$ cat config.mk
export PLATFORM = sky130hd
export DESIGN_NAME = ata_pio_host_seq
export DESIGN_NICKNAME = d
export VERILOG_FILES = /design/src/rtl/ata_pio_pkg.sv /design/src/rtl/ata_pio_sync.sv /design/src/rtl/ata_pio_tclamp.sv /design/src/rtl/ata_pio_dpath.sv /design/src/rtl/ata_pio_host_seq.sv
export SDC_FILE = /design/constraint.sdc
export NUM_CORES = 1
export LEC_CHECK = 0
export BUFFER_PORTS_ARGS = -buffer_cell sky130_fd_sc_hd__buf_2
export CELL_PAD_IN_SITES_DETAIL_PLACEMENT = 0
export CELL_PAD_IN_SITES_GLOBAL_PLACEMENT = 1
export CORE_UTILIZATION = 43
export CTS_BUF_LIST = sky130_fd_sc_hd__clkbuf_8
export DETAILED_ROUTE_END_ITERATION = 7
export HOLD_SLACK_MARGIN = 0.05
export PLACE_DENSITY = 0.92
export SLEW_MARGIN = 25
export SYNTH_ARGS = -nofsm -noshare
export SYNTH_HDL_FRONTEND = slang
export SYNTH_SLANG_ARGS = --single-unit
$ cat constraint.sdc
create_clock -name clk -period 5.6 [get_ports clk]
set_clock_uncertainty 0.15 [all_clocks]
set_input_delay 0.28 -clock clk [delete_from_list [all_inputs] [get_ports clk]]
set_output_delay 0.28 -clock clk [all_outputs]
set_load 0.05 [all_outputs]
$ cat src/rtl/ata_pio_pkg.sv
package ata_pio_pkg;

   typedef enum logic [2:0] {
      PH_IDLE,
      PH_SETUP,
      PH_ACTIVE,
      PH_WAIT,
      PH_RELEASE,
      PH_HOLD,
      PH_RECOVER
   } phase_e;

   localparam int unsigned NUM_T     = 7;
   localparam int unsigned T_SETUP   = 0;
   localparam int unsigned T_ACTIVE  = 1;
   localparam int unsigned T_HOLD    = 2;
   localparam int unsigned T_RECOV   = 3;
   localparam int unsigned T_CYCLE   = 4;
   localparam int unsigned T_SAMPLE  = 5;
   localparam int unsigned T_RELEASE = 6;

endpackage

$ cat src/rtl/ata_pio_sync.sv
module ata_pio_sync #(
   parameter int unsigned STAGES  = 2,
   parameter logic        RST_VAL = 1'b1
) (
   input  logic clk,
   input  logic rst_n,
   input  logic d,
   output logic q
);

   logic [STAGES-1:0] chain_q;

   generate
      if (STAGES == 1) begin : g_single
         always_ff @(posedge clk or negedge rst_n) begin
            if (!rst_n) chain_q <= RST_VAL;
            else        chain_q <= d;
         end
      end else begin : g_multi
         always_ff @(posedge clk or negedge rst_n) begin
            if (!rst_n) chain_q <= {STAGES{RST_VAL}};
            else        chain_q <= {chain_q[STAGES-2:0], d};
         end
      end
   endgenerate

   assign q = chain_q[STAGES-1];

endmodule

$ cat src/rtl/ata_pio_tclamp.sv
module ata_pio_tclamp #(
   parameter int unsigned W = 6
) (
   input  logic [W-1:0] raw,
   output logic [W-1:0] eff,
   output logic [W-1:0] last
);

   assign eff  = (raw == '0) ? W'(1) : raw;
   assign last = eff - W'(1);

endmodule

$ cat src/rtl/ata_pio_dpath.sv
module ata_pio_dpath #(
   parameter int unsigned DW  = 16,
   parameter int unsigned AW  = 3,
   parameter int unsigned CSW = 2
) (
   input  logic           clk,
   input  logic           rst_n,
   input  logic           load,
   input  logic           req_write,
   input  logic [CSW-1:0] req_sel,
   input  logic [AW-1:0]  req_addr,
   input  logic [DW-1:0]  req_wdata,
   input  logic           sel_en,
   input  logic           capture,
   input  logic [DW-1:0]  dev_data_in,
   output logic           is_write,
   output logic [CSW-1:0] dev_cs_n,
   output logic [AW-1:0]  dev_addr,
   output logic [DW-1:0]  dev_data_out,
   output logic           dev_data_oe,
   output logic [DW-1:0]  rdata
);

   logic           wr_q;
   logic [CSW-1:0] sel_q;
   logic [AW-1:0]  addr_q;
   logic [DW-1:0]  wdata_q;
   logic [DW-1:0]  rdata_q;

   always_ff @(posedge clk or negedge rst_n) begin
      if (!rst_n) begin
         wr_q    <= 1'b0;
         sel_q   <= '0;
         addr_q  <= '0;
         wdata_q <= '0;
      end else if (load) begin
         wr_q    <= req_write;
         sel_q   <= req_sel;
         addr_q  <= req_addr;
         wdata_q <= req_wdata;
      end
   end

   always_ff @(posedge clk or negedge rst_n) begin
      if (!rst_n)       rdata_q <= '0;
      else if (capture) rdata_q <= dev_data_in;
   end

   assign is_write     = wr_q;
   assign dev_cs_n     = sel_en ? ~sel_q : '1;
   assign dev_addr     = sel_en ? addr_q : '0;
   assign dev_data_out = wdata_q;
   assign dev_data_oe  = sel_en & wr_q;
   assign rdata        = rdata_q;

endmodule

$ cat src/rtl/ata_pio_host_seq.sv
module ata_pio_host_seq
   import ata_pio_pkg::*;
#(
   parameter int unsigned DW          = 16,
   parameter int unsigned AW          = 3,
   parameter int unsigned CSW         = 2,
   parameter int unsigned CNT_W       = 6,
   parameter int unsigned TO_W        = 12,
   parameter int unsigned SYNC_STAGES = 2
) (
   input  logic             clk,
   input  logic             rst_n,
   input  logic             req_valid,
   output logic             req_ready,
   input  logic             req_write,
   input  logic [CSW-1:0]   req_sel,
   input  logic [AW-1:0]    req_addr,
   input  logic [DW-1:0]    req_wdata,
   input  logic [CNT_W-1:0] cfg_setup,
   input  logic [CNT_W-1:0] cfg_active,
   input  logic [CNT_W-1:0] cfg_hold,
   input  logic [CNT_W-1:0] cfg_recover,
   input  logic [CNT_W-1:0] cfg_cycle,
   input  logic [CNT_W-1:0] cfg_sample,
   input  logic [CNT_W-1:0] cfg_release,
   input  logic [TO_W-1:0]  cfg_timeout,
   output logic             rsp_done,
   output logic [DW-1:0]    rsp_rdata,
   output logic             rsp_err,
   output logic [CSW-1:0]   dev_cs_n,
   output logic [AW-1:0]    dev_addr,
   output logic             dev_rd_n,
   output logic             dev_wr_n,
   output logic [DW-1:0]    dev_data_out,
   output logic             dev_data_oe,
   input  logic [DW-1:0]    dev_data_in,
   input  logic             dev_iordy
);

   localparam int unsigned TOT_W = CNT_W + 1;

   generate
      if (CNT_W < 2) begin : g_bad_cnt
         $error("CNT_W must be at least 2");
      end
      if (TO_W < 1) begin : g_bad_to
         $error("TO_W must be at least 1");
      end
      if (SYNC_STAGES < 1) begin : g_bad_sync
         $error("SYNC_STAGES must be at least 1");
      end
      if (DW < 1 || AW < 1 || CSW < 1) begin : g_bad_bus
         $error("bus widths must be non-zero");
      end
   endgenerate

   // timing counts, clamped to a minimum of one
   logic [CNT_W-1:0] t_raw  [NUM_T];
   logic [CNT_W-1:0] t_eff  [NUM_T];
   logic [CNT_W-1:0] t_last [NUM_T];
   logic [TO_W-1:0]  to_eff;
   logic [TO_W-1:0]  to_last;

   assign t_raw[T_SETUP]   = cfg_setup;
   assign t_raw[T_ACTIVE]  = cfg_active;
   assign t_raw[T_HOLD]    = cfg_hold;
   assign t_raw[T_RECOV]   = cfg_recover;
   assign t_raw[T_CYCLE]   = cfg_cycle;
   assign t_raw[T_SAMPLE]  = cfg_sample;
   assign t_raw[T_RELEASE] = cfg_release;

   generate
      for (genvar g = 0; g < NUM_T; g++) begin : g_clamp
         ata_pio_tclamp #(.W(CNT_W)) i_clamp (
            .raw  (t_raw[g]),
            .eff  (t_eff[g]),
            .last (t_last[g])
         );
      end
   endgenerate

   ata_pio_tclamp #(.W(TO_W)) i_to_clamp (
      .raw  (cfg_timeout),
      .eff  (to_eff),
      .last (to_last)
   );

   // ready synchronizer
   logic rdy_s;

   ata_pio_sync #(.STAGES(SYNC_STAGES), .RST_VAL(1'b1)) i_rdy_sync (
      .clk   (clk),
      .rst_n (rst_n),
      .d     (dev_iordy),
      .q     (rdy_s)
   );

   // state and counters
   phase_e           phase_q, phase_d;
   logic [CNT_W-1:0] cnt_q;
   logic [CNT_W-1:0] act_q;
   logic [TOT_W-1:0] tot_q;
   logic [TO_W-1:0]  wcnt_q;
   logic             err_q;
   logic             done_q;

   logic             load;
   logic             cnt_clr;
   logic             capture;
   logic             err_set;
   logic             done_d;
   logic             strobe_on;
   logic             sel_en;
   logic             is_write;
   logic [CNT_W-1:0] samp_last;
   logic [TOT_W-1:0] cycle_last;

   assign samp_last  = (t_eff[T_SAMPLE] < t_eff[T_ACTIVE]) ? t_last[T_SAMPLE]
                                                           : t_last[T_ACTIVE];
   assign cycle_last = TOT_W'(t_last[T_CYCLE]);

   always_comb begin
      phase_d = phase_q;
      load    = 1'b0;
      cnt_clr = 1'b0;
      capture = 1'b0;
      err_set = 1'b0;
      done_d  = 1'b0;
      unique case (phase_q)
         PH_IDLE: begin
            if (req_valid) begin
               load    = 1'b1;
               cnt_clr = 1'b1;
               phase_d = PH_SETUP;
            end
         end
         PH_SETUP: begin
            if (cnt_q == t_last[T_SETUP]) begin
               cnt_clr = 1'b1;
               phase_d = PH_ACTIVE;
            end
         end
         PH_ACTIVE: begin
            if (cnt_q == samp_last && !rdy_s) begin
               cnt_clr = 1'b1;
               phase_d = PH_WAIT;
            end else if (cnt_q == t_last[T_ACTIVE]) begin
               cnt_clr = 1'b1;
               capture = 1'b1;
               phase_d = PH_HOLD;
            end
         end
         PH_WAIT: begin
            if (rdy_s) begin
               cnt_clr = 1'b1;
               capture = 1'b1;
               phase_d = PH_RELEASE;
            end else if (wcnt_q == to_last) begin
               cnt_clr = 1'b1;
               err_set = 1'b1;
               phase_d = PH_HOLD;
            end
         end
         PH_RELEASE: begin
            if (cnt_q >= t_last[T_RELEASE] && act_q >= t_last[T_ACTIVE]) begin
               cnt_clr = 1'b1;
               phase_d = PH_HOLD;
            end
         end
         PH_HOLD: begin
            if (cnt_q == t_last[T_HOLD]) begin
               cnt_clr = 1'b1;
               phase_d = PH_RECOVER;
            end
         end
         PH_RECOVER: begin
            if (cnt_q >= t_last[T_RECOV] && tot_q >= cycle_last) begin
               cnt_clr = 1'b1;
               done_d  = 1'b1;
               phase_d = PH_IDLE;
            end
         end
         default: begin
            cnt_clr = 1'b1;
            phase_d = PH_IDLE;
         end
      endcase
   end

   always_ff @(posedge clk or negedge rst_n) begin
      if (!rst_n) begin
         phase_q <= PH_IDLE;
         cnt_q   <= '0;
         done_q  <= 1'b0;
      end else begin
         phase_q <= phase_d;
         done_q  <= done_d;
         if (cnt_clr || phase_q == PH_IDLE) cnt_q <= '0;
         else if (cnt_q != '1)              cnt_q <= cnt_q + 1'b1;
      end
   end

   // strobe-low cycle count for the minimum active width on waited transfers
   always_ff @(posedge clk or negedge rst_n) begin
      if (!rst_n)                    act_q <= '0;
      else if (load)                 act_q <= '0;
      else if (strobe_on && act_q != '1) act_q <= act_q + 1'b1;
   end

   // cycles since acceptance, saturating
   always_ff @(posedge clk or negedge rst_n) begin
      if (!rst_n)                                   tot_q <= '0;
      else if (load)                                tot_q <= '0;
      else if (phase_q != PH_IDLE && tot_q != '1)   tot_q <= tot_q + 1'b1;
   end

   always_ff @(posedge clk or negedge rst_n) begin
      if (!rst_n)                 wcnt_q <= '0;
      else if (phase_q != PH_WAIT) wcnt_q <= '0;
      else if (wcnt_q != '1)      wcnt_q <= wcnt_q + 1'b1;
   end

   always_ff @(posedge clk or negedge rst_n) begin
      if (!rst_n)       err_q <= 1'b0;
      else if (load)    err_q <= 1'b0;
      else if (err_set) err_q <= 1'b1;
   end

   assign strobe_on = phase_q inside {PH_ACTIVE, PH_WAIT, PH_RELEASE};
   assign sel_en    = phase_q inside {PH_SETUP, PH_ACTIVE, PH_WAIT, PH_RELEASE, PH_HOLD};

   ata_pio_dpath #(.DW(DW), .AW(AW), .CSW(CSW)) i_dpath (
      .clk          (clk),
      .rst_n        (rst_n),
      .load         (load),
      .req_write    (req_write),
      .req_sel      (req_sel),
      .req_addr     (req_addr),
      .req_wdata    (req_wdata),
      .sel_en       (sel_en),
      .capture      (capture),
      .dev_data_in  (dev_data_in),
      .is_write     (is_write),
      .dev_cs_n     (dev_cs_n),
      .dev_addr     (dev_addr),
      .dev_data_out (dev_data_out),
      .dev_data_oe  (dev_data_oe),
      .rdata        (rsp_rdata)
   );

   assign dev_rd_n  = ~(strobe_on & ~is_write);
   assign dev_wr_n  = ~(strobe_on &  is_write);
   assign req_ready = (phase_q == PH_IDLE);
   assign rsp_done  = done_q;
   assign rsp_err   = done_q & err_q;

endmodule

Yosys cells after proc, flatten, opt, wreduce, memory -nomap -nowiden. Index checks and enable logic that the tools add are counted.

Input port bits: 96. Flip-flop bits (word level): 76.

Equal/unequal tests: 23. $lt $le $gt $ge: 5. Bitwise logic cells: 8. Reductions and logical operators: 25. $add $sub $neg: 12. Mux-type cells: 48.

Operators with widths (count): $mux 6 (12); $logic_not 6->1 (7); $sub 6x1->6 const B (7); $mux 12 (3); $mux 3 (10); $eq 6x6->1 (4); $pmux 3 s7 (1); $ge 6x6->1 (3); $mux 1 (17); $mux 7 (2); $add 12x1->12 const B (1); $add 6x1->6 const B (2); $eq 12x12->1 (1); $logic_not 12->1 (1); $ne 12x12->1 const B (1); $ne 6x6->1 const B (2); $sub 12x1->12 const B (1); $ne 2x2->1 const B (5); $reduce_bool 2->1 (5); $eq 3x3->1 const B (3); $add 7x1->7 const B (1); $ge 7x6->1 (1); $ne 7x7->1 const B (1); $pmux 1 s7 (1); 17 further kinds (29).

Logic depth before layout (Yosys ltp). Gate-level depths: netlist (run 1).

Word-level depth: 10. Gate-level depth with buffers: 16.

Modules after synthesis. Synthesis (run 1) repeated with hierarchy kept, for this count alone.

Cells, all modules: 629. Area total of the unflattened synthesis: 5876.9 sq um.

By module, submodules not included: ata_pio_host_seq (cells each 367, times used 1, area each 3114.2 sq um); ata_pio_dpath (cells each 86, times used 1, area each 1502.7 sq um); ata_pio_tclamp (g_clamp[0].i_clamp ...) (cells each 18, times used 7, area each 130.1 sq um); ata_pio_tclamp (i_to_clamp) (cells each 48, times used 1, area each 296.5 sq um); ata_pio_sync (cells each 2, times used 1, area each 52.6 sq um).

Worst setup path before layout (run 1). Ideal clock, no wire load.

Path kind: input to register. Start: in cfg_active[4]. End: reg i_dpath.rdata_q[0], in the netlist i_dpath.rdata[0]. Path buffers: 3. Path slack: 2.386 ns. Setup time: 0.125 ns. Cell stages on the path: 15. Data required time: 5.325 ns. Arrival: 2.938 ns. Cell sequence: buf_2 -> nor3_1 -> a21o_1 -> inv_1 -> ha_1 -> nor3b_1 -> nand3_1 -> o21ai_1 -> nand3_1 -> or3_1 -> a31o_2 -> o2bb2a_4 -> buf_6 -> buf_12 -> mux2_4.

Word-level cells in the longest chain between the ends: 8.

Ends and longest elaborated chain: start, declared (line ata_pio_host_seq.sv:20) `input logic [CNT_W-1:0] cfg_active,`; $logic_not 6->1 (line ata_pio_tclamp.sv:9) `assign eff = (raw == '0) ? W'(1) : raw;`; $mux 6 * (line ata_pio_tclamp.sv:9); $sub 6x1->6 or $lt 6x6->1 (tied branches) (line ata_pio_tclamp.sv:10, ata_pio_host_seq.sv:118); $mux 6 (line ata_pio_host_seq.sv:118) `assign samp_last = (t_eff[T_SAMPLE] < t_eff[T_ACTIVE]) ? t_last[T_SAMPLE]`; $eq 6x6->1 (line ata_pio_host_seq.sv:144) `if (cnt_q == samp_last && !rdy_s) begin`; $logic_and 1x1->1 (line ata_pio_host_seq.sv:144); $mux 1 * (line ata_pio_host_seq.sv:144); $pmux 1 s2 * (line ata_pio_host_seq.sv:129) `unique case (phase_q)`; end signal, assigned (line ata_pio_dpath.sv:46) `else if (capture) rdata_q <= dev_data_in;`; end, declared (line ata_pio_dpath.sv:28) `logic [DW-1:0] rdata_q;`.

Every way passes the cells marked *; elsewhere a longest branch is shown, timed or not. A chain may end at the register's enable or synchronous reset.

Final worst setup path (run 1).
Start: in cfg_sample[3]. End: reg i_dpath.rdata_q[10], in the netlist i_dpath.rdata[10].

Word-level cells in the longest chain between the ends: 8.

Ends and longest elaborated chain: start, declared (line ata_pio_host_seq.sv:24) `input logic [CNT_W-1:0] cfg_sample,`; $logic_not 6->1 (line ata_pio_tclamp.sv:9); $mux 6 * (line ata_pio_tclamp.sv:9); $sub 6x1->6 or $lt 6x6->1 (tied branches) (line ata_pio_tclamp.sv:10, ata_pio_host_seq.sv:118); $mux 6 * (line ata_pio_host_seq.sv:118); $eq 6x6->1 * (line ata_pio_host_seq.sv:144); $logic_and 1x1->1 * (line ata_pio_host_seq.sv:144); $mux 1 * (line ata_pio_host_seq.sv:144); $pmux 1 s2 * (line ata_pio_host_seq.sv:129).

Marks and branches as above.

==> metrics, run 1 <==
MaxCap Viol Count 0; Yosys top cell area share 33.1%; Final min period 3.19 ns; final setup violation count 0; die footprint 13500 sq um; Synth cell types 70; Finished Layout Cells between 900 and 1000; multi-input logic area 3470 sq um; cells on worst reg2reg path 10; Final Slew Violations 0; Synth Warn # 0; routed wire length 14.6 mm; #FFs+latches synth 76; Placeable Area between 10000 and 15000 sq um; Slew @ Worst Pin 0.866 ns; initial DRC count approximately 210; slowest CP cell or4_4; asr flop ratio synth 100%; Worst setup endpoint i_dpath.rdata[10]; Routed Antenna Nets 0; Max Freq 313 MHz; port buffer count 138; final worst slack roughly 2.4 ns; crit-path cells buf_2 > or4_4 > o21bai_4 > inv_1 > ha_1 > or3_1 > a31oi_1 > o2111ai_1 > mux2i_1 > a31o_2 > o2bb2a_4 > mux2_2; vias approximately 5300; setup bufs post-CTS 0; Tot GR Track Use 22.5%; Vias/cell 5.36; die height 116 um; syn avg cell area 8.58 sq um; Cell Rows 41; Worst Hold Class flop to flop; initial antenna violation count 0; Num CTS Buffers 9; first-pass GRT wire length roughly 24 mm; Clock Tree Root clkbuf_8; Worst-Skew Late Latency around 0.35 ns; commonest cells in the netlist nand2_1 (112), dfrtp_1 (74), nor2_1 (65); # nets final 951; VDD IR max about 0.33 mV; R2R setup slack 2.50 ns; TNS Setup 0 ns; Worst Path Max Fanout 16; fin area approximately 7000 sq um; cell taking the most area after synthesis dfrtp_1; WL per Instance ~15 um; CP endpoint kind flop; Final period util a little under three fifths; largest net degree at the start of global routing 77; CP startpoint cfg_sample[3]; final hold vios 0; register area 1900 sq um; top-count cell post-synth nand2_1; Placed Cells between 900 and 1000; n_diodes 0; area of placed instances 6380 sq um; DP Wirelength 10.5 mm; synth top area cells dfrtp_1 (33%), ha_1 (8.7%), nand2_1 (7.5%), xor2_1 (5.2%), xnor2_1 (4.5%); outcome finished clean; Rel. slew slack 42.1%; data arrival time of the worst path 3.29 ns; sequential area share after synthesis 34.0%; global route overflow 0; P&R area growth vs syn 25.5%; H-tree levels 3; # clock sinks 76; I/O pins roughly 140; starting density of the core 44.1%; Fin Hold WS between 0.2 and 0.25 ns; GP Congestion approximately 0.87; CTS hold repair buffers 40; Reg-to-Reg Start cnt_q[0]; CTS tree yes; share of layout cells above drive strength 1 23.1%; Crit Path Class input pin to flop; RSZ-0062 raised after global routing false; number of global-route vias before repair 5284; Cell Pwr Density 431 nW/um^2; Mapped Cells 652; DRC Markers 0; Gates resized, CTS repair 0; clock-pin slew on the worst setup and hold paths 0.08 ns; First-pass DRT Iterations 5; leak pwr 0.00340 uW; Die Wd roughly 120 um; Main synth FF type dfrtp_1; post-synthesis cell area 5590 sq um; Placement Setup Slack 2.07 ns; EDFF count, synth 0; Reg2Reg Capture Point phase_q[1]; filler cell count ~1100; max incr delay on CP 0.56 ns; Clock Path Buffers 2; Worst setup SP type input pin; syn nets between 700 and 800; CP required between 5 and 6 ns
sequential cells by signal, indices dropped and copies added (netlist names), 2 cells and up:
signal                count
i_rdy_sync.chain_q        2
act_q                     6
i_dpath.rdata            16
i_dpath.addr_q            3
i_dpath.dev_data_out     16
cnt_q                     6
phase_q                   3
wcnt_q                   12
tot_q                     7
i_dpath.sel_q             2
cell usage in the layout, fill, tap and decap left out, types with 7 or more instances in the layout:
master	count
a211oi_1	8
a21oi_1	20
a31oi_1	9
and2_1	7
buf_2	137
clkbuf_8	10
dfrtp_1	74
dlygate4sd3_1	40
ha_1	39
inv_1	27
mux2_2	9
mux2_4	10
nand2_1	112
nand2b_1	10
nand3_1	20
nor2_1	65
nor2b_1	8
nor3_1	20
o21ai_0	24
xnor2_1	29
xor2_1	33
layer usage:
layer / share of wire, % / up-vias / GRT usage, %
met5: 0 / - / 0
met4: 2.5 / 0 / 9.83
met3: 4.7 / 35 / 4.13
met2: 50 / 153 / 39.5
met1: 42 / 2528 / 26.8
li1: - / 2607 / -
per-stage QoR:
| step | total power, uW | util [%] |
|---|---|---|
| 6_report | 3030 | 55.4 |
| 3_3_place_gp | 2450 | 50.4 |
| 2_1_floorplan | 2120 | - |
| 3_5_place_dp | 2500 | 50.4 |
| 4_1_cts | 3020 | 55.4 |
| 5_1_grt | 3220 | 55.4 |
worst min-delay path by stage:
stage	to	cells after the start	startpoint	slack, ns
6_report	i_rdy_sync.chain_q[1]	0	i_rdy_sync.chain_q[0]	0.21
5_1_grt	i_rdy_sync.chain_q[1]	0	i_rdy_sync.chain_q[0]	0.22
4_1_cts	i_rdy_sync.chain_q[1]	0	i_rdy_sync.chain_q[0]	0.21
3_5_place_dp	i_rdy_sync.chain_q[1]	0	i_rdy_sync.chain_q[0]	0.20
3_3_place_gp	i_rdy_sync.chain_q[1]	0	i_rdy_sync.chain_q[0]	0.20
2_1_floorplan	act_q[0]	0	rst_n	-0.17
report_power, final:
part           internal, uW  switching [uW]  total (uW)
Clock                   267             224         491
Combinational           519            1070        1590
Sequential              744             206         950
final cells by class:
type	instances	share of cell area [%]
flip-flops and latches	76	27.1
multi-input cells	523	49.4
well taps	172	3.07
repair buffers	178	15.6
clock buffers	10	1.96
inverters	28	1.50
clock inverters	6	1.34
worst max-delay path: cells and delay by family:
kind | cells | cell delay (ns)
adders and majority gates | 1 | 0.22
buffers and inverters | 2 | 0.22
muxes | 2 | 0.60
and+or+nand+nor | 2 | 0.93
AOI/OAI and AO/OA | 5 | 1.03
kinds of logic (layout without fill, tap and decap cells):
kind of cell	count (synthesis)	after routing	share of synthesized area, %
muxes	23	23	5.21
AOI/OAI and AO/OA	113	113	14.2
xor gates and xnor gates	62	62	9.71
buffers and inverters	53	222	4.03
adders and majority gates	40	40	8.92
and+or+nand+nor	285	285	23.9
DFF	76	76	34.0
Note: power is estimated with default switching activity, not from simulation.
==> inputs of run 2 (changes only) <==
Settings changed: CORE_UTILIZATION 43 to 37, PLACE_DENSITY 0.92 to 0.85.
Clock period 5.6 ns to 2.8 ns, I/O delays scaled along.
==> metrics, run 2 (synthesis results as in run 1) <==
multi-input logic area 3570 sq um (+3.0%); Clock Tree Root clkbuf_8; CTS tree yes; initial antenna violation count 0 (unchanged); logic gate share of total power 57.1% (+4.7 points); Reg-to-Reg Start cnt_q[2]; Cell Pwr Density 797 nW/um^2 (+85%); cells on worst reg2reg path 11 (+1); GP Congestion 0.794 (-8.4%); die footprint 15600 sq um (+16%); Cell Rows 44 (+7.3%); Num CTS Buffers 9 (unchanged); Rel. slew slack 52.3% (+10 points); RSZ-0062 raised after global routing true; Max Freq 360 MHz; P_int 3160 uW (+110%); outcome finished with violations; Final Slew Violations 0 (unchanged); # clock sinks 76 (unchanged); routed wire length 15.0 mm (+2.7%); P&R area growth vs syn 38.9%; CP startpoint cfg_sample[3]; Clock Path Buffers 2 (unchanged); R2R setup slack 0.10 ns (-2.40 ns); Die Wd 125 um (+7.7%); Clk pwr share 13.5% (-2.7 points); Tot GR Track Use 19.5% (-3.0 points); Placed Cells 1024 (+9.3%); crit-path cells buf_6 > or4_4 > o21bai_4 > inv_2 > ha_4 > or3_1 > a31oi_1 > o2111ai_1 > mux2i_1 > a31o_2 > o2bb2a_4 > buf_12 > mux2_2; number of global-route vias before repair 5446 (+3.1%); Placeable Area 14600 sq um (+16%); CP endpoint kind flop; DP Wirelength 10.8 mm (+3.0%); data arrival time of the worst path 2.87 ns (-0.42 ns); n_diodes 0 (unchanged); Routed Antenna Nets 0 (unchanged); DR top layer met4; largest net degree at the start of global routing 77 (unchanged); Final period util slightly below 100%; leak pwr 0.00383 uW (+13%); I/O pins 139 (unchanged); H-tree levels 3 (unchanged); Buf/Inv on CP 3 (+1); Finished Layout Cells 1088 (+9.6%); MaxCap Viol Count 0 (unchanged); Worst setup endpoint i_dpath.rdata[8]; filler cell count 1350 (+19%); commonest non-fill, non-tap cell in the layout buf_2; DRC Markers 10 (+10); Reg2Reg Capture Point phase_q[1]; max incr delay on CP 0.55 ns (about the same); Final min period 2.78 ns; Fin Hold WS 0.196 ns (-0.0121 ns); Met3 Wirelength 620 um (-9.2%); final hold vios 0 (unchanged); Worst Path Max Fanout 8 (-8); switching power total 3020 uW (+100%); Worst Hold Class input pin to async pin; register area 1910 sq um (about the same); Worst-Skew Late Latency 0.35 ns (about the same); Worst setup SP type input pin; Vias/cell 5.00 (-6.7%); final setup violation count 0 (unchanged); Slew @ Worst Pin 0.697 ns (-0.169 ns); Crit Path Class input pin to flop; failing checks DRC; port buffer count 138 (unchanged); first-pass GRT wire length 25.2 mm (+5.2%); clock-pin slew on the worst setup and hold paths 0.09 ns (about the same); Tot Pwr 6190 uW (+100%); Seq pwr share 29.4% (-2.0 points); sw frac 48.9% (-0.62 points); share of layout cells above drive strength 1 31.9% (+8.7 points); WL per Instance 13.8 um (-6.3%); most frequent cells in the layout buf_2 (135), nand2_1 (112), buf_4 (80); CP required 2.89 ns (-2.80 ns); die height 125 um (+7.7%); initial DRC count 238 (+12%); starting density of the core 38.2% (-5.9 points); # nets final 1034 (+8.7%); met2 WL 7.38 mm (about the same); VDD IR max 0.582 mV (+75%); vias 5444 (+2.3%); global route overflow 0 (unchanged); wire length on met1 6.77 mm (+9.0%); Critical Path Stages 13 (+1); CP top delay family simple AND/OR/NAND/NOR gates; slowest CP cell or4_4; First-pass DRT Iterations 6 (+1)
-- run 2: final cells by class --
class / instances / share of cell area (%)
clock buffers: 9 / 1.59
clock inverters: 7 / 0.870
inverters: 28 / 1.35
multi-input cells: 523 / 46.0
flip-flops and latches: 76 / 24.5
well taps: 184 / 2.96
repair buffers: 261 / 22.7
-- run 2: through the flow --
step                setup TNS [ns]  util (%)  instance area, sq um  worst slack (ns)
floorplan                    -1.51         -                  5640            -0.134
global placement             -6.23      47.9                  7010            -0.326
detailed placement           -7.23      47.9                  7010            -0.377
CTS                              0      52.1                  7620            0.0196
global route                 -1.40      53.0                  7770           -0.0998
finish                           0      53.0                  7770            0.0205
-- run 2: timing repair --
action	4_1_cts	5_1_grt
pin swaps	0	8
resized for setup	0	22
setup endpoints to repair	2	24
hold buffers	41	0
buffers inserted	1	5
cloned	0	1
endpoints found under the hold margin	114	0
-- run 2: power by group through the flow --
| stage | Clock, uW | Combinational, uW | Sequential [uW] |
|---|---|---|---|
| floorplan | 0 | 1710 | 2530 |
| global placement | 0 | 3310 | 1810 |
| CTS | 850 | 3410 | 1810 |
| finish | 834 | 3530 | 1820 |
| detailed placement | 0 | 3360 | 1820 |
| global route | 905 | 3850 | 1870 |
-- run 2: worst min-delay path by stage --
stage | startpoint | endpoint | cells after the start
after floorplan | rst_n | act_q[0] | 0
after global placement | dev_iordy | i_rdy_sync.chain_q[0] | 1
after detailed placement | dev_iordy | i_rdy_sync.chain_q[0] | 1
after CTS | i_rdy_sync.chain_q[0] | i_rdy_sync.chain_q[1] | 0
after global routing | i_rdy_sync.chain_q[0] | i_rdy_sync.chain_q[1] | 0
final | rst_n | i_dpath.rdata[4] | 2
-- run 2: layer usage --
| layer | global-route usage (%) | up-vias |
|---|---|---|
| met3 | 3.55 | 24 |
| met2 | 34.3 | 110 |
| met5 | 0 | - |
| met1 | 24.6 | 2534 |
| met4 | 4.73 | 0 |
| li1 | - | 2776 |
==> inputs of run 3 (changes only) <==
Settings changed: ABC_AREA set to 1, CORE_UTILIZATION 37 to 36.
==> metrics, run 3 <==
First-pass DRT Iterations 4 (-2); CP top delay family simple AND/OR/NAND/NOR gates; DP Wirelength 10.6 mm (-2.5%); Placeable Area 15300 sq um (+4.6%); Finished Layout Cells 1216 (+12%); Tot GR Track Use 18.0% (-1.5 points); number of global-route vias before repair 5329 (-2.1%); WL per Instance 11.7 um (-15%); asr flop ratio synth 100% (unchanged); Mapped Cells 773 (+19%); slowest CP cell nor4_1; top-count cell post-synth nand2_1; R2R setup slack 0.44 ns (+0.34 ns); Max Freq 386 MHz (+7.4%); CP required 2.88 ns (about the same); P&R area growth vs syn 33.4%; Die Wd 128 um (+2.2%); fin area 7590 sq um (-2.3%); die footprint 16300 sq um (+4.4%); most frequent cells in the layout nand2_1 (182), buf_2 (137), inv_1 (106); commonest non-fill, non-tap cell in the layout nand2_1; Buf/Inv on CP 3 (unchanged); clock-pin slew on the worst setup and hold paths 0.08 ns (about the same); cell taking the most area after synthesis dfrtp_1; Cell Rows 45 (+2.3%); global route overflow 0 (unchanged); area of placed instances 6970 sq um (-0.68%); Fin Hold WS 0.174 ns (-0.0220 ns); Worst Path Max Fanout 6 (-2); routed wire length 14.2 mm (-5.6%); final setup violation count 0 (unchanged); Final min period 2.59 ns (-0.191 ns); multi-input logic area 3320 sq um (-7.0%); Crit Path Class input pin to flop; #FFs+latches synth 76 (unchanged); syn nets 908 (+15%); Synth cell types 45 (-36%); Clock Path Buffers 2 (unchanged); EDFF count, synth 0 (unchanged); share of layout cells above drive strength 1 26.4% (-5.5 points); final hold vios 0 (unchanged); GP Congestion 0.828 (+4.4%); syn avg cell area 7.36 sq um (-14%); Worst-Skew Late Latency 0.35 ns (about the same); CP endpoint kind flop; Main synth FF type dfrtp_1; Yosys top cell area share 32.6% (-0.54 points); I/O pins 139 (unchanged); synth top area cells dfrtp_1 (33%), nand2_1 (12%), ha_1 (8.6%), inv_1 (7.0%), nor2_1 (5.5%); sequential area share after synthesis 33.5% (-0.55 points); Synth Warn # 0 (unchanged); die height 128 um (+2.2%); Slew @ Worst Pin 0.689 ns (-0.00873 ns); setup bufs post-CTS 0 (-1); Final period util 92.4% (-6.8 points); DRC Markers 0 (-10); Cell Pwr Density 761 nW/um^2 (-4.5%); data arrival time of the worst path 2.67 ns (-0.20 ns); final worst slack 0.212 ns (+0.191 ns); MaxCap Viol Count 0 (unchanged); H-tree levels 3 (unchanged); filler cell count 1539 (+14%); commonest cells in the netlist nand2_1 (183), inv_1 (106), nor2_1 (83); leak pwr 0.00414 uW (+8.0%); Worst setup SP type input pin; # nets final 1134 (+9.7%); outcome finished clean; initial antenna violation count 0 (unchanged); crit-path cells buf_2 > nor2_1 > nand2_1 > o21bai_1 > inv_1 > ha_1 > buf_4 > xnor2_1 > ha_1 > nand4_1 > nor4_1 > o21ai_1 > nand2_1 > nand2_1 > nor2_1 > nand3_1 > a21oi_2 > nand2_2 > nand2_4 > nor2_1; Worst Hold Class input pin to flop; # clock sinks 76 (unchanged); Clock Tree Root clkbuf_8; CTS tree yes; Tot Pwr 5770 uW (-6.7%); register area 1900 sq um (about the same); Routed Antenna Nets 0 (unchanged); largest net degree at the start of global routing 77 (unchanged); initial DRC count 217 (-8.8%); port buffer count 138 (unchanged); Placed Cells 1159 (+13%); Num CTS Buffers 9 (unchanged); Final Slew Violations 0 (unchanged); VDD IR max 0.828 mV (+42%); max incr delay on CP 0.33 ns (-0.22 ns); Placement Setup Slack -0.213 ns (+0.164 ns); vias 5514 (+1.3%); Rel. slew slack 54.1% (+1.8 points); Vias/cell 4.53 (-9.4%); first-pass GRT wire length 23.9 mm (-5.5%); starting density of the core 37.1% (-1.1 points); post-synthesis cell area 5690 sq um (+1.7%)
-- run 3: final timing paths --
kind / cells after the start / to / start
hold / removal: 5 / act_q[3] / req_valid
max in group asynchronous: 2 / cnt_q[5] / rst_n
min in group asynchronous: 2 / i_dpath.dev_data_out[10] / rst_n
setup / recovery: 20 / cnt_q[5] / cfg_cycle[1]
hold reg to reg: 0 / i_rdy_sync.chain_q[1] / i_rdy_sync.chain_q[0]
setup reg to reg: 14 / wcnt_q[11] / wcnt_q[0]
-- run 3: per-stage QoR --
step                utilization [%]  setup TNS (ns)
detailed placement             45.5           -1.77
CTS                            49.3               0
floorplan                         -               0
global route                   49.5        -0.00381
finish                         49.5               0
global placement               45.5           -1.54
-- run 3: metal layers --
| metal | wire (um) | global-route usage (%) |
|---|---|---|
| met5 | 0 | 0 |
| met4 | 273 | 5.47 |
| met3 | 603 | 3.67 |
| met2 | 6610 | 30.2 |
| met1 | 6710 | 23.3 |
-- run 3: cell families (layout without fill, tap and decap cells) --
family	Yosys count	count (layout)	share of synthesized area, %
flops	76	76	33.5
buf+inv	125	356	8.60
simple gates	393	393	32.0
xor+xnor	54	54	8.69
fa+ha+maj	39	39	8.58
compound gates	86	86	8.63
other cells	0	1	0
-- run 3: area by class of cell --
type,count,share of cell area (%)
diodes,1,0.0330
clock buffers,12,2.18
clock inverters,4,0.297
inverters,111,5.49
multi-input cells,572,43.7
flip-flops and latches,76,25.1
well taps,211,3.48
repair buffers,229,19.7
-- run 3: worst min-delay path, delay by kind of cell --
| family | cells | cell delay, ns |
|---|---|---|
| buf+inv | 2 | 0.31 |
| simple gates | 3 | 0.19 |
-- run 3: repair_timing --
| item | 4_1_cts | 5_1_grt |
|---|---|---|
| endpoints found under the setup margin | 0 | 9 |
| endpoints found under the hold margin | 113 | 0 |
| resized for setup | 0 | 8 |
| hold buffers | 40 | 0 |
-- run 3: report_power, final --
| part | total, uW | leakage, uW | internal (uW) | switching, uW |
|---|---|---|---|---|
| Combinational | 3250 | 0.00307 | 967 | 2280 |
| Sequential | 1730 | 0.000973 | 1470 | 260 |
| Clock | 791 | 0.0000982 | 390 | 401 |
